[src/rtl/pwrup_pkg.sv]
package pwrup_pkg;

    // Sequencer phases; the order is the order of the power-up sequence.
    typedef enum logic [1:0] {
        PH_CLAMP = 2'd0,
        PH_RAMP  = 2'd1,
        PH_RUN   = 2'd2
    } phase_e;

    // Next phase from the current phase and the qualifying events.
    // Clock loss overrides every other event.
    function automatic phase_e phase_after(
        input phase_e cur,
        input logic   clocks_ok,
        input logic   qual_done,
        input logic   ramp_done
    );
        phase_e nxt;
        if (!clocks_ok) begin
            nxt = PH_CLAMP;
        end else begin
            unique case (cur)
                PH_CLAMP: nxt = qual_done ? PH_RAMP : PH_CLAMP;
                PH_RAMP:  nxt = ramp_done ? PH_RUN  : PH_RAMP;
                PH_RUN:   nxt = PH_RUN;
                default:  nxt = PH_CLAMP;
            endcase
        end
        return nxt;
    endfunction

endpackage

[src/rtl/clk_qual.sv]
module clk_qual #(
    parameter int QUAL_CYC = 16
) (
    input  logic clk,
    input  logic rst,
    input  logic sys_ok,
    input  logic frm_ok,
    input  logic armed,
    output logic clocks_ok,
    output logic qual_done
);
    localparam int QW = (QUAL_CYC > 1) ? $clog2(QUAL_CYC) : 1;
    localparam logic [QW-1:0] LAST = QW'(QUAL_CYC - 1);

    logic [QW-1:0] run_len;

    assign clocks_ok = sys_ok && frm_ok;
    assign qual_done = armed && clocks_ok && (run_len == LAST);

    // Counts consecutive qualifying edges while the sequencer is clamped.
    always_ff @(posedge clk) begin
        if (rst || !armed || !clocks_ok) begin
            run_len <= '0;
        end else if (run_len != LAST) begin
            run_len <= run_len + 1'b1;
        end
    end

    p_qual_reset_r3 : assert property (@(posedge clk) disable iff (rst)
        (!clocks_ok) |=> (run_len == '0));

endmodule

[src/rtl/ramp_gen.sv]
module ramp_gen #(
    parameter int DATA_W    = 24,
    parameter int RAMP_LOG2 = 10
) (
    input  logic              clk,
    input  logic              rst,
    input  logic              active,
    input  logic              frame_tick,
    output logic              ramp_done,
    output logic [DATA_W-1:0] ramp_code
);
    // RAMP_LOG2 must not exceed DATA_W-1 so each step is a whole code.
    localparam int SH = DATA_W - 1 - RAMP_LOG2;
    localparam logic [DATA_W-1:0] MIN_CODE = {1'b1, {(DATA_W-1){1'b0}}};

    logic [RAMP_LOG2-1:0] step_cnt;

    always_ff @(posedge clk) begin
        if (rst || !active) begin
            step_cnt <= '0;
        end else if (frame_tick) begin
            step_cnt <= step_cnt + 1'b1;
        end
    end

    assign ramp_done = active && frame_tick && (&step_cnt);
    assign ramp_code = MIN_CODE | (DATA_W'(step_cnt) << SH);

    p_idle_count_r2 : assert property (@(posedge clk) disable iff (rst)
        (!active) |=> (step_cnt == '0));

endmodule

[src/rtl/phase_fsm.sv]
module phase_fsm
    import pwrup_pkg::*;
(
    input  logic   clk,
    input  logic   rst,
    input  logic   clocks_ok,
    input  logic   qual_done,
    input  logic   ramp_done,
    output phase_e phase
);
    always_ff @(posedge clk) begin
        if (rst) begin
            phase <= PH_CLAMP;
        end else begin
            phase <= phase_after(phase, clocks_ok, qual_done, ramp_done);
        end
    end

    p_no_skip_r4 : assert property (@(posedge clk) disable iff (rst)
        (phase == PH_RUN && $past(phase) != PH_RUN) |-> ($past(phase) == PH_RAMP));

endmodule

[src/rtl/pwrup_ramp_seq.sv]
module pwrup_ramp_seq
    import pwrup_pkg::*;
#(
    parameter int DATA_W    = 24,
    parameter int RAMP_LOG2 = 10,
    parameter int QUAL_CYC  = 16
) (
    input  logic              clk,
    input  logic              rst,
    input  logic              sys_clk_ok,
    input  logic              frame_clk_ok,
    input  logic              frame_tick,
    input  logic              smp_valid,
    input  logic [DATA_W-1:0] smp_left,
    input  logic [DATA_W-1:0] smp_right,
    output logic [DATA_W-1:0] dac_left,
    output logic [DATA_W-1:0] dac_right,
    output logic              clamp_en
);
    localparam int NCH = 2;
    localparam int SH  = DATA_W - 1 - RAMP_LOG2;
    localparam logic [DATA_W-1:0] MIN_CODE = {1'b1, {(DATA_W-1){1'b0}}};
    localparam logic [DATA_W-1:0] STEP_V   = DATA_W'(1) << SH;

    phase_e            phase;
    logic              clocks_ok;
    logic              qual_done;
    logic              ramp_done;
    logic [DATA_W-1:0] ramp_code;
    logic [DATA_W-1:0] smp_in  [NCH];
    logic [DATA_W-1:0] held    [NCH];
    logic [DATA_W-1:0] dac_out [NCH];

    clk_qual #(.QUAL_CYC(QUAL_CYC)) u_qual (
        .clk       (clk),
        .rst       (rst),
        .sys_ok    (sys_clk_ok),
        .frm_ok    (frame_clk_ok),
        .armed     (phase == PH_CLAMP),
        .clocks_ok (clocks_ok),
        .qual_done (qual_done)
    );

    ramp_gen #(.DATA_W(DATA_W), .RAMP_LOG2(RAMP_LOG2)) u_ramp (
        .clk        (clk),
        .rst        (rst),
        .active     (phase == PH_RAMP),
        .frame_tick (frame_tick),
        .ramp_done  (ramp_done),
        .ramp_code  (ramp_code)
    );

    phase_fsm u_fsm (
        .clk       (clk),
        .rst       (rst),
        .clocks_ok (clocks_ok),
        .qual_done (qual_done),
        .ramp_done (ramp_done),
        .phase     (phase)
    );

    assign smp_in[0] = smp_left;
    assign smp_in[1] = smp_right;

    // Per-channel sample hold and output select.
    for (genvar ch = 0; ch < NCH; ch++) begin : g_chan
        always_ff @(posedge clk) begin
            if (rst || phase != PH_RUN) begin
                held[ch] <= '0;
            end else if (smp_valid) begin
                held[ch] <= smp_in[ch];
            end
        end

        always_comb begin
            unique case (phase)
                PH_RAMP: dac_out[ch] = ramp_code;
                PH_RUN:  dac_out[ch] = held[ch];
                default: dac_out[ch] = MIN_CODE;
            endcase
        end
    end

    assign dac_left  = dac_out[0];
    assign dac_right = dac_out[1];
    assign clamp_en  = (phase == PH_CLAMP);

    p_lost_clock_r8 : assert property (@(posedge clk) disable iff (rst)
        (!(sys_clk_ok && frame_clk_ok)) |=> (clamp_en && dac_left == MIN_CODE));

    p_qual_exit_r3 : assert property (@(posedge clk) disable iff (rst)
        ($past(clamp_en) && !clamp_en) |-> $past(sys_clk_ok && frame_clk_ok));

    p_ramp_start_r4 : assert property (@(posedge clk) disable iff (rst)
        ($past(clamp_en) && !clamp_en) |-> (dac_left == MIN_CODE && dac_right == MIN_CODE));

    p_ramp_step_r4 : assert property (@(posedge clk) disable iff (rst)
        (phase == PH_RAMP && $past(phase) == PH_RAMP && $past(frame_tick))
            |-> ((dac_left - $past(dac_left)) == STEP_V));

    p_ramp_still_r6 : assert property (@(posedge clk) disable iff (rst)
        (phase == PH_RAMP && $past(phase) == PH_RAMP && !$past(frame_tick))
            |-> ($stable(dac_left) && $stable(dac_right)));

    p_run_entry_r5 : assert property (@(posedge clk) disable iff (rst)
        (phase == PH_RUN && $past(phase) == PH_RAMP) |-> (dac_left == '0 && dac_right == '0));

    p_load_r7 : assert property (@(posedge clk) disable iff (rst)
        (phase == PH_RUN && $past(phase) == PH_RUN && $past(smp_valid))
            |-> (dac_left == $past(smp_left) && dac_right == $past(smp_right)));

    p_hold_r7 : assert property (@(posedge clk) disable iff (rst)
        (phase == PH_RUN && $past(phase) == PH_RUN && !$past(smp_valid))
            |-> ($stable(dac_left) && $stable(dac_right)));

endmodule

[config.mk]
export PLATFORM = sky130hd
export DESIGN_NAME = pwrup_ramp_seq
export DESIGN_NICKNAME = d
export VERILOG_FILES = /design/src/rtl/pwrup_pkg.sv /design/src/rtl/clk_qual.sv /design/src/rtl/ramp_gen.sv /design/src/rtl/phase_fsm.sv /design/src/rtl/pwrup_ramp_seq.sv
export SDC_FILE = /design/constraint.sdc
export NUM_CORES = 1
export LEC_CHECK = 0
export BUFFER_PORTS_ARGS = -buffer_cell sky130_fd_sc_hd__buf_2
export CORE_ASPECT_RATIO = 0.7
export CORE_MARGIN = 3
export CORE_UTILIZATION = 50
export DETAILED_ROUTE_END_ITERATION = 8
export PLACE_DENSITY = 0.82
export SYNTH_ARGS = -nofsm -noshare
export SYNTH_HDL_FRONTEND = slang
export SYNTH_SLANG_ARGS = --single-unit
[constraint.sdc]
create_clock -name clk -period 5 [get_ports clk]
set_clock_uncertainty 0.2 [all_clocks]
set_input_delay 1.5 -clock clk [delete_from_list [all_inputs] [get_ports clk]]
set_output_delay 1.5 -clock clk [all_outputs]
set_load 0.02 [all_outputs]
Word-level counts from Yosys, hierarchy flattened
Memory sizes are Yosys's and may differ from the RTL's. Cells that the tools add are included.

Word-level logic and storage cells: 41. RAM bits: 48. Bits in registers: 16. Bits of input ports: 54. Memories kept: 1. Output and inout bits: 49.

Add/sub/neg operators: 2. Equal/unequal tests: 5. Reductions and logical operators: 15. Bitwise operators: 3. Muxes and demuxes: 12.

Memory list: held (depth 2, bits a word 24, rd ports 2, clocked after memory_dff 0, write ports 2, line pwrup_ramp_seq.sv:31) `logic [DATA_W-1:0] held [NCH];`.

Operators with widths (count): one-hot mux 24 bit (2 select lines) (2); two-way mux 24 bit (2); adder 10 x 1 -> 10 bit, second input constant (1); AND reduction 10 bit (1); two-way mux 1 bit (6); one-hot mux 2 bit (3 select lines) (1); logical AND 1 bit (5); adder 4 x 1 -> 4 bit, second input constant (1); equality test 4 bit, second input constant (1); logical OR 1 bit (4); != test 4 bit, second input constant (1); zero test 1 bit (3); equality test 2 x 1 -> 1 bit, second input constant (1); equality test 2 bit, second input constant (1); zero test 2 bit (1); two-way mux 2 bit (1); != test 2 bit, second input constant (1); bitwise OR 1 bit (2); OR reduction 2 bit (1); NOT 1 bit (1).

Depth between registers and ports, before layout
Gate-level depths: netlist of the first run.

Word-level depth: 5. Depth in mapped cells: 6. Mapped depth without buffers: 5.

Modules after synthesis
A second synthesis of the first run with hierarchy kept.

Cells, all modules: 342. Area, all modules: 3397.0 µm².

Modules (own cells, without submodules): pwrup_ramp_seq (seq. area each 1441.4 µm², area each 2524.9 µm², instances 1, cells each 242); ramp_gen (seq. area each 200.2 µm², area each 589.3 µm², instances 1, cells each 69); clk_qual (seq. area each 80.1 µm², area each 197.7 µm², instances 1, cells each 22); phase_fsm (seq. area each 40.0 µm², area each 85.1 µm², instances 1, cells each 9).

Worst setup path after synthesis of the first run
Ideal clock, no wire load.

Kind: register to output. From: register u_fsm.phase[1]. To: output dac_left[13]. Setup slack: 1827 ps. Required time: 3300 ps. Data arrival time: 1473 ps. Stages on the path, launching flop included: 6. Path buffers: 1. Cell sequence: dfxtp_1 -> inv_1 -> ha_1 -> clkbuf_1 -> nand2_1 -> a21boi_0.

Longest elaborated chain between the ends: 2. Elaborated cells on any way between the ends: 3. Classes of those cells: eq/ne: 2; mux: 1.

RTL lines: start, declared (line phase_fsm.sv:9) `output phase_e phase`; start signal, assigned (line phase_fsm.sv:15) `phase <= phase_after(phase, clocks_ok, qual_done, ramp_done);`; equality test 2 bit or equality test 2 x 1 -> 1 bit (tied branches) (line pwrup_ramp_seq.sv:76) `unique case (phase)`; one-hot mux 24 bit (2 select lines) * (line pwrup_ramp_seq.sv:76); end, declared (line pwrup_ramp_seq.sv:16) `output logic [DATA_W-1:0] dac_left,`.

Mark *: on every way between the ends. The rest lies on a longest branch, timed or not.

Worst setup path after layout of the first run
From: register u_fsm.phase[0]. To: output dac_right[21].

Longest elaborated chain between the ends: 2. Elaborated cells on any way between the ends: 3. Classes of those cells: eq/ne: 2; mux: 1.

RTL lines: equality test 2 bit or equality test 2 x 1 -> 1 bit (tied branches) (line pwrup_ramp_seq.sv:76); one-hot mux 24 bit (2 select lines) * (line pwrup_ramp_seq.sv:76); end, declared (line pwrup_ramp_seq.sv:17) `output logic [DATA_W-1:0] dac_right,`.

Marked as above.

==> metrics.md, run 1 <==
| Metric | Value |
|---|---|
| N_diodes | 0 |
| LEAKAGE | 1.68 nW |
| Maximum vdd drop | 0.199 mV |
| Busiest metal layer after global routing | met2 |
| HP Class | reg -> reg |
| Fin crit period | 4.06 ns |
| Yosys reg bits | 64 |
| Num CTS Buffers | 9 |
| Total congestion overflow | 0 |
| Synth cell count leaders | and2_1 (74), edfxtp_1 (48), nand2_1 (40) |
| Critical path buffers and inverters | 3 |
| Delay of the slowest cell on the worst path | 0.74 ns |
| Mapped Cells | 278 |
| Layout cell share with drive strength beyond 1 | 31.9% |
| DRC viols | 0 |
| Post-synth design cell area | 3030 um2 |
| CP cell instances | inv_1, ha_1, buf_4, nand2_1, a21boi_0, buf_2 |
| Number of flops mapped to enable cells by yosys | 48 |
| Seq pwr share | 56.4% |
| CTS H-Tree Depth | 3 |
| I/O pin cnt | 103 |
| Die Ht | 71.1 um |
| Initial antenna violation count | 0 |
| GP Congestion | 0.834 |
| First-pass DRT Iterations | 4 |
| Unrepaired setup endpoints after global routing | no |
| CP Class | reg -> out |
| P_sw | 0.000196 W |
| Max Fclk | 247 MHz |
| Post-synth cell types | 32 |
| Synth area leaders | edfxtp_1 (48%), and2_1 (15%), dfxtp_1 (11%) |
| Syn_area_per_cell | 10.9 um2 |
| Placed cells | 442 |
| Cell Count, Final, Fillers Out | 458 |
| GR Layer Usage met2 | 30.4% |
| Post-DP HPWL | 4560 um |
| Slew Limit Fails | 0 |
| PD cells | 266 nW/um2 |
| Setup TNS | 0 ns |
| Total number of vias | 2291 |
| # resized after CTS | 0 |
| CP max stage cell | ha_1 |
| Clock share of power | 41.3% |
| Nets | 438 |
| Max cap viols | 0 |
| Ys Warns | 0 |
| Met3 Use GR | 8.57% |
| Clock transition at path regs | 0.06 ns |
| Final Hold Viols | 0 |
| Critical Path Start Type | flop |
| Synth top area share | 47.6% |
| M1 GR Usage | 25.3% |
| Fill cells | 480 |
| Worst-path maximum fanout | 30 |
| Net Sw Frac | 19.6% |
| Hold-fix buffers, CTS | 0 |
| DRT antenna net count | 0 |
| IO buf count | 102 |
| Vias in the first global route | 2247 |
| Via-per-instance ratio | 5.00 |
| Core Rows | 23 |
| Area Growth Syn to Fin | 24.3% |
| Effective utilization at floorplan | 52.3% |
| Async SR Flop Fraction | 0% |
| Final Cycle Share | 81.1% |
| Chip width | 99.0 um |
| Critical path arrival | 2.36 ns |
| Worst hold slack | 0.303 ns |
| Crit end category | primary output |
| # Post-CTS Setup Buffers | 0 |
| Clock sinks | 64 |
| Cell taking the most area after synthesis | edfxtp_1 |
| Die area | 7040 um2 |
| Core Box Area | 5780 um2 |
| Slew headroom | 41.8% |
| Count leader, synth | and2_1 |
| Syn Nets | 338 |
| Gate power share | 2.4% |
| GR Util All Layers | 19.6% |
| Routed WL per cell | 14.2 um |
| Largest net degree at the start of global routing | 49 |
| Area of the multi-input gates | 1180 um2 |
| Final wirelength | 6490 um |
| CTS tree | built |
| Post-synthesis sequential area ratio | 58.2% |
| Sequential Area | 1760 um2 |
| Clk buf depth | 2 |
| Worst Path Required | 3.30 ns |
| Slew @ Worst Pin | 0.873 ns |
| CTS root buffer | clkbuf_8 |
| Main synth FF type | edfxtp_1 |
| Internal power | 0.000805 W |
| Final setup violation count | 0 |
| Status | complete, no violations |
| Cell family with most CP delay | adder cells |
| First-pass GRT wire length | 10600 um |
| 1st-iter DRT viols | 150 |
| Clk_lat worst skew | 0.34 ns |
## path summary, 6_finish.rpt
kind                       from                 end  slack [ns]  cells after the start
max              u_fsm.phase[0]       dac_right[21]        0.94                      6
min          u_ramp.step_cnt[9]  u_ramp.step_cnt[9]        0.30                      2
max reg2reg      u_fsm.phase[0]         held[0][15]        2.13                      5
min reg2reg  u_ramp.step_cnt[9]  u_ramp.step_cnt[9]        0.30                      2
## worst min-delay path: stages (launching register included)
cell and delay, ns:
dfxtp_1 0.33, o31ai_1 0.07, a21oi_1 0.06
## placed cells by master, fill, tap and decap left out, types with 5 or more instances in the layout
master	Yosys	final
nand3_1	5	5
ha_1	6	6
dfxtp_1	16	16
nor2_1	9	9
a21boi_0	20	20
and2_1	74	74
edfxtp_1	48	48
a21oi_1	5	5
clkbuf_8	0	9
nand2_1	40	40
buf_2	1	102
## kinds of logic after synthesis
family | after synthesis | share of synthesized area, %
AND/OR/NAND/NOR | 147 | 26.7
XOR/XNOR | 5 | 1.45
AO/OA/AOI/OAI | 34 | 7.77
flip-flops | 64 | 58.2
adder cells (fa/ha/maj) | 6 | 2.48
multiplexers | 2 | 0.661
buffers and inverters | 20 | 2.77
## flip-flops by register name, summed over array words and instances (netlist names)
signal,cells
u_ramp.step_cnt,10
u_qual.run_len,4
held,48
u_fsm.phase,2
## through the flow
step	utilization (%)	cell area (um2)	power (W)	worst slack (ns)
global route	65.1	3760	0.00104	0.687
detailed placement	62.0	3590	0.000599	1.28
CTS	65.1	3760	0.00101	0.895
floorplan	-	3030	0.000579	1.83
finish	65.1	3760	0.00100	0.944
global placement	62.0	3590	0.000599	1.40
## per-layer routing
metal / part of all wire, % / wire [um] / vias up
met2: 45 / 2930 / 94
met5: 0 / 0 / -
met1: 44 / 2850 / 1036
li1: - / - / 1149
met4: 1.5 / 98 / 0
met3: 9.4 / 610 / 12
## area by class of cell
class	instances	share of cell area, %
clock buffer	11	3.49
clock inverter	5	1.26
inverter	4	0.399
multi-input combinational	194	31.4
sequential	64	46.8
tap	75	2.49
timing repair buffer	105	14.2
## power groups by stage
stage               registers, W   logic (W)  clock network [W]
floorplan               0.000575  0.00000358                  0
global route            0.000564   0.0000269           0.000446
detailed placement      0.000576   0.0000238                  0
global placement        0.000575   0.0000237                  0
finish                  0.000564   0.0000239           0.000413
CTS                     0.000564   0.0000239           0.000423
No activity file was read; power rests on OpenSTA's default activity.
==> run 2, diff against run 1 <==
--- a/config.mk
+++ b/config.mk
@@ -8,9 +8,9 @@
 export BUFFER_PORTS_ARGS = -buffer_cell sky130_fd_sc_hd__buf_2
 export CORE_ASPECT_RATIO = 0.7
 export CORE_MARGIN = 3
-export CORE_UTILIZATION = 50
+export CORE_UTILIZATION = 45
 export DETAILED_ROUTE_END_ITERATION = 8
-export PLACE_DENSITY = 0.82
+export PLACE_DENSITY = 0.78
 export SYNTH_ARGS = -nofsm -noshare
 export SYNTH_HDL_FRONTEND = slang
 export SYNTH_SLANG_ARGS = --single-unit
==> constraint.sdc (replaced) <==
create_clock -name clk -period 3.35 [get_ports clk]
set_clock_uncertainty 0.2 [all_clocks]
set_input_delay 1.005 -clock clk [delete_from_list [all_inputs] [get_ports clk]]
set_output_delay 1.005 -clock clk [all_outputs]
set_load 0.02 [all_outputs]
==> metrics.md, run 2 (synthesis gave the netlist of run 1 again) <==
| Metric | Value |
|---|---|
| Largest net degree at the start of global routing | 49 (unchanged) |
| Nets | 439 (+0.23%) |
| Total congestion overflow | 0 (unchanged) |
| Area Growth Syn to Fin | 26.0% |
| Slew @ Worst Pin | 0.625 ns (-0.248 ns) |
| Worst Path Required | 2.14 ns (-1.16 ns) |
| Max reg flops | 48 (unchanged) |
| # Post-CTS Setup Buffers | 0 (unchanged) |
| Vias in the first global route | 2272 (+1.1%) |
| Final wirelength | 6430 um (-0.91%) |
| CTS root buffer | clkbuf_8 |
| GP Congestion | 0.817 (-2.1%) |
| Worst-path maximum fanout | 21 (-30%) |
| Commonest non-fill, non-tap cell in the layout | buf_2 |
| Placed cell areas | 3610 um2 (+0.77%) |
| Cell Count, Final, Fillers Out | 475 (+3.7%) |
| Final setup violation count | 0 (unchanged) |
| 1st-iter DRT viols | 93 (-38%) |
| Busiest metal layer after global routing | met2 |
| Met3 Use GR | 7.71% (-0.86 points) |
| Hold-fix buffers, CTS | 0 (unchanged) |
| CP Launch Point | u_fsm.phase[1] |
| # resized after CTS | 0 (unchanged) |
| Delay of the slowest cell on the worst path | 0.54 ns (-0.20 ns) |
| Fin crit period | 3.13 ns |
| Via-per-instance ratio | 4.79 (-4.3%) |
| Slew headroom | 58.4% (+17 points) |
| DRC viols | 0 (unchanged) |
| Top reg by flops | held |
| Clk_lat worst skew | 0.33 ns (about the same) |
| Initial antenna violation count | 0 (unchanged) |
| Commonest non-fill, non-tap cells in the layout | buf_2 (102), and2_1 (74), edfxtp_1 (48), nand2_1 (40), a21boi_0 (20) |
| Total number of vias | 2275 (-0.70%) |
| Core Box Area | 6370 um2 (+10%) |
| CP max stage cell | ha_2 |
| Post-place setup slack | 0.485 ns (-0.798 ns) |
| N_diodes | 0 (unchanged) |
| DRT antenna net count | 0 (unchanged) |
| HP Class | reg -> reg |
| Final Cycle Share | 93.4% |
| Crit path depth | 4 (-2) |
| Unrepaired setup endpoints after global routing | no |
| Routed WL per cell | 13.5 um (-4.5%) |
| Worst r2r dst | held[1][13] |
| I/O pin cnt | 103 (unchanged) |
| IO buf count | 102 (unchanged) |
| Worst setup path end | dac_right[22] |
| PnR worst setup slack | 0.222 ns (-0.722 ns) |
| First-pass DRT Iterations | 4 (unchanged) |
| Final Cell Area | 3810 um2 (+1.3%) |
| Slew Limit Fails | 0 (unchanged) |
| CP Class | reg -> out |
| Die Ht | 74.6 um (+5.0%) |
| First-pass GRT wire length | 10700 um (+0.45%) |
| Chip width | 104 um (+5.1%) |
| Launching point of the worst reg2reg path | u_fsm.phase[0] |
| PD cells | 401 nW/um2 (+51%) |
| LEAKAGE | 1.69 nW (+0.23%) |
| Layout cell share with drive strength beyond 1 | 33.1% (+1.2 points) |
| Max cap viols | 0 (unchanged) |
| Crit end category | primary output |
| Worst hold slack | 0.311 ns (+0.00765 ns) |
| Effective utilization at floorplan | 47.6% (-4.8 points) |
| GR Util All Layers | 17.8% (-1.8 points) |
| Cell family with most CP delay | adder cells |
| CP cell instances | inv_1, ha_2, a21boi_0, buf_2 |
| Maximum vdd drop | 0.267 mV (+35%) |
| Clock sinks | 64 (unchanged) |
| CTS tree | built |
| Clock transition at path regs | 0.07 ns (about the same) |
| Max Fclk | 320 MHz |
| Clk buf depth | 2 (unchanged) |
| Die area | 7760 um2 (+10%) |
| Num CTS Buffers | 9 (unchanged) |
| Setup TNS | 0 ns (unchanged) |
| Final Hold Viols | 0 (unchanged) |
| Core Rows | 24 (+4.3%) |
| Post-DP HPWL | 4520 um (-0.87%) |
| Critical path buffers and inverters | 2 (-1) |
| Largest regs | held (48), u_ramp.step_cnt (10), u_qual.run_len (4) |
| Reg2Reg Depth | 5 (unchanged) |
| M1 GR Usage | 22.6% (-2.7 points) |
| Status | complete, no violations |
| Critical Path Start Type | flop |
| FF-to-FF setup slack | 1.13 ns (-1.00 ns) |
| Placed cells | 459 (+3.8%) |
| GR Layer Usage met2 | 28.3% (-2.1 points) |
| Critical path arrival | 1.92 ns (-0.44 ns) |
| CTS H-Tree Depth | 3 (unchanged) |
[run 2: cell types whose count changed in the layout (fill, tap and decap cells not counted)]
cell,change
clkinvlp_4,+3
clkinv_1,-2
buf_4,+1
clkbuf_1,-1
clkbuf_8,+1
clkinv_2,-1
ha_1,-1
ha_2,+1
[run 2: worst min path at each step]
stage,from,end,cells past startpoint
finish,u_ramp.step_cnt[9],u_ramp.step_cnt[9],2
global route,u_ramp.step_cnt[9],u_ramp.step_cnt[9],2
CTS,u_ramp.step_cnt[9],u_ramp.step_cnt[9],2
detailed placement,u_ramp.step_cnt[9],u_ramp.step_cnt[9],2
global placement,u_ramp.step_cnt[9],u_ramp.step_cnt[9],2
floorplan,u_ramp.step_cnt[9],u_ramp.step_cnt[9],2
[run 2: worst reg2reg max path: stages (launching register included)]
cell and delay (ns):
dfxtp_1 0.34, inv_1 0.11, ha_1 0.19, buf_4 0.25, or3b_2 0.47, buf_4 0.33
[run 2: area by class of cell]
cell class,count,area [um2]
Clock buffer,11,141
Clock inverter,5,57.6
Fill cell,562,2550
Inverter,4,15.0
Multi-Input combinational cell,194,1180
Sequential cell,64,1760
Tap cell,91,114
Timing Repair Buffer,106,541
[run 2: metrics by stage]
| stage | total power (W) | utilization (%) |
|---|---|---|
| final | 0.00153 | 59.9 |
| after global routing | 0.00159 | 59.9 |
| after CTS | 0.00155 | 59.9 |
| after detailed placement | 0.000893 | 56.8 |
| after global placement | 0.000894 | 56.8 |
| after floorplan | 0.000864 | - |
[run 2: metal layers]
layer	vias up	routed length [um]	part of all wire, %
met2	86	2820	44
met3	4	568	8.8
met1	1038	2990	47
met4	0	54	0.84
met5	-	0	0
li1	1147	-	-
[run 2: power by group]
part           switching (W)  total [W]  internal, W
Sequential       0.000000753   0.000841     0.000841
Combinational      0.0000104  0.0000341    0.0000237
Clock               0.000291   0.000654     0.000362
Total               0.000302    0.00153      0.00123
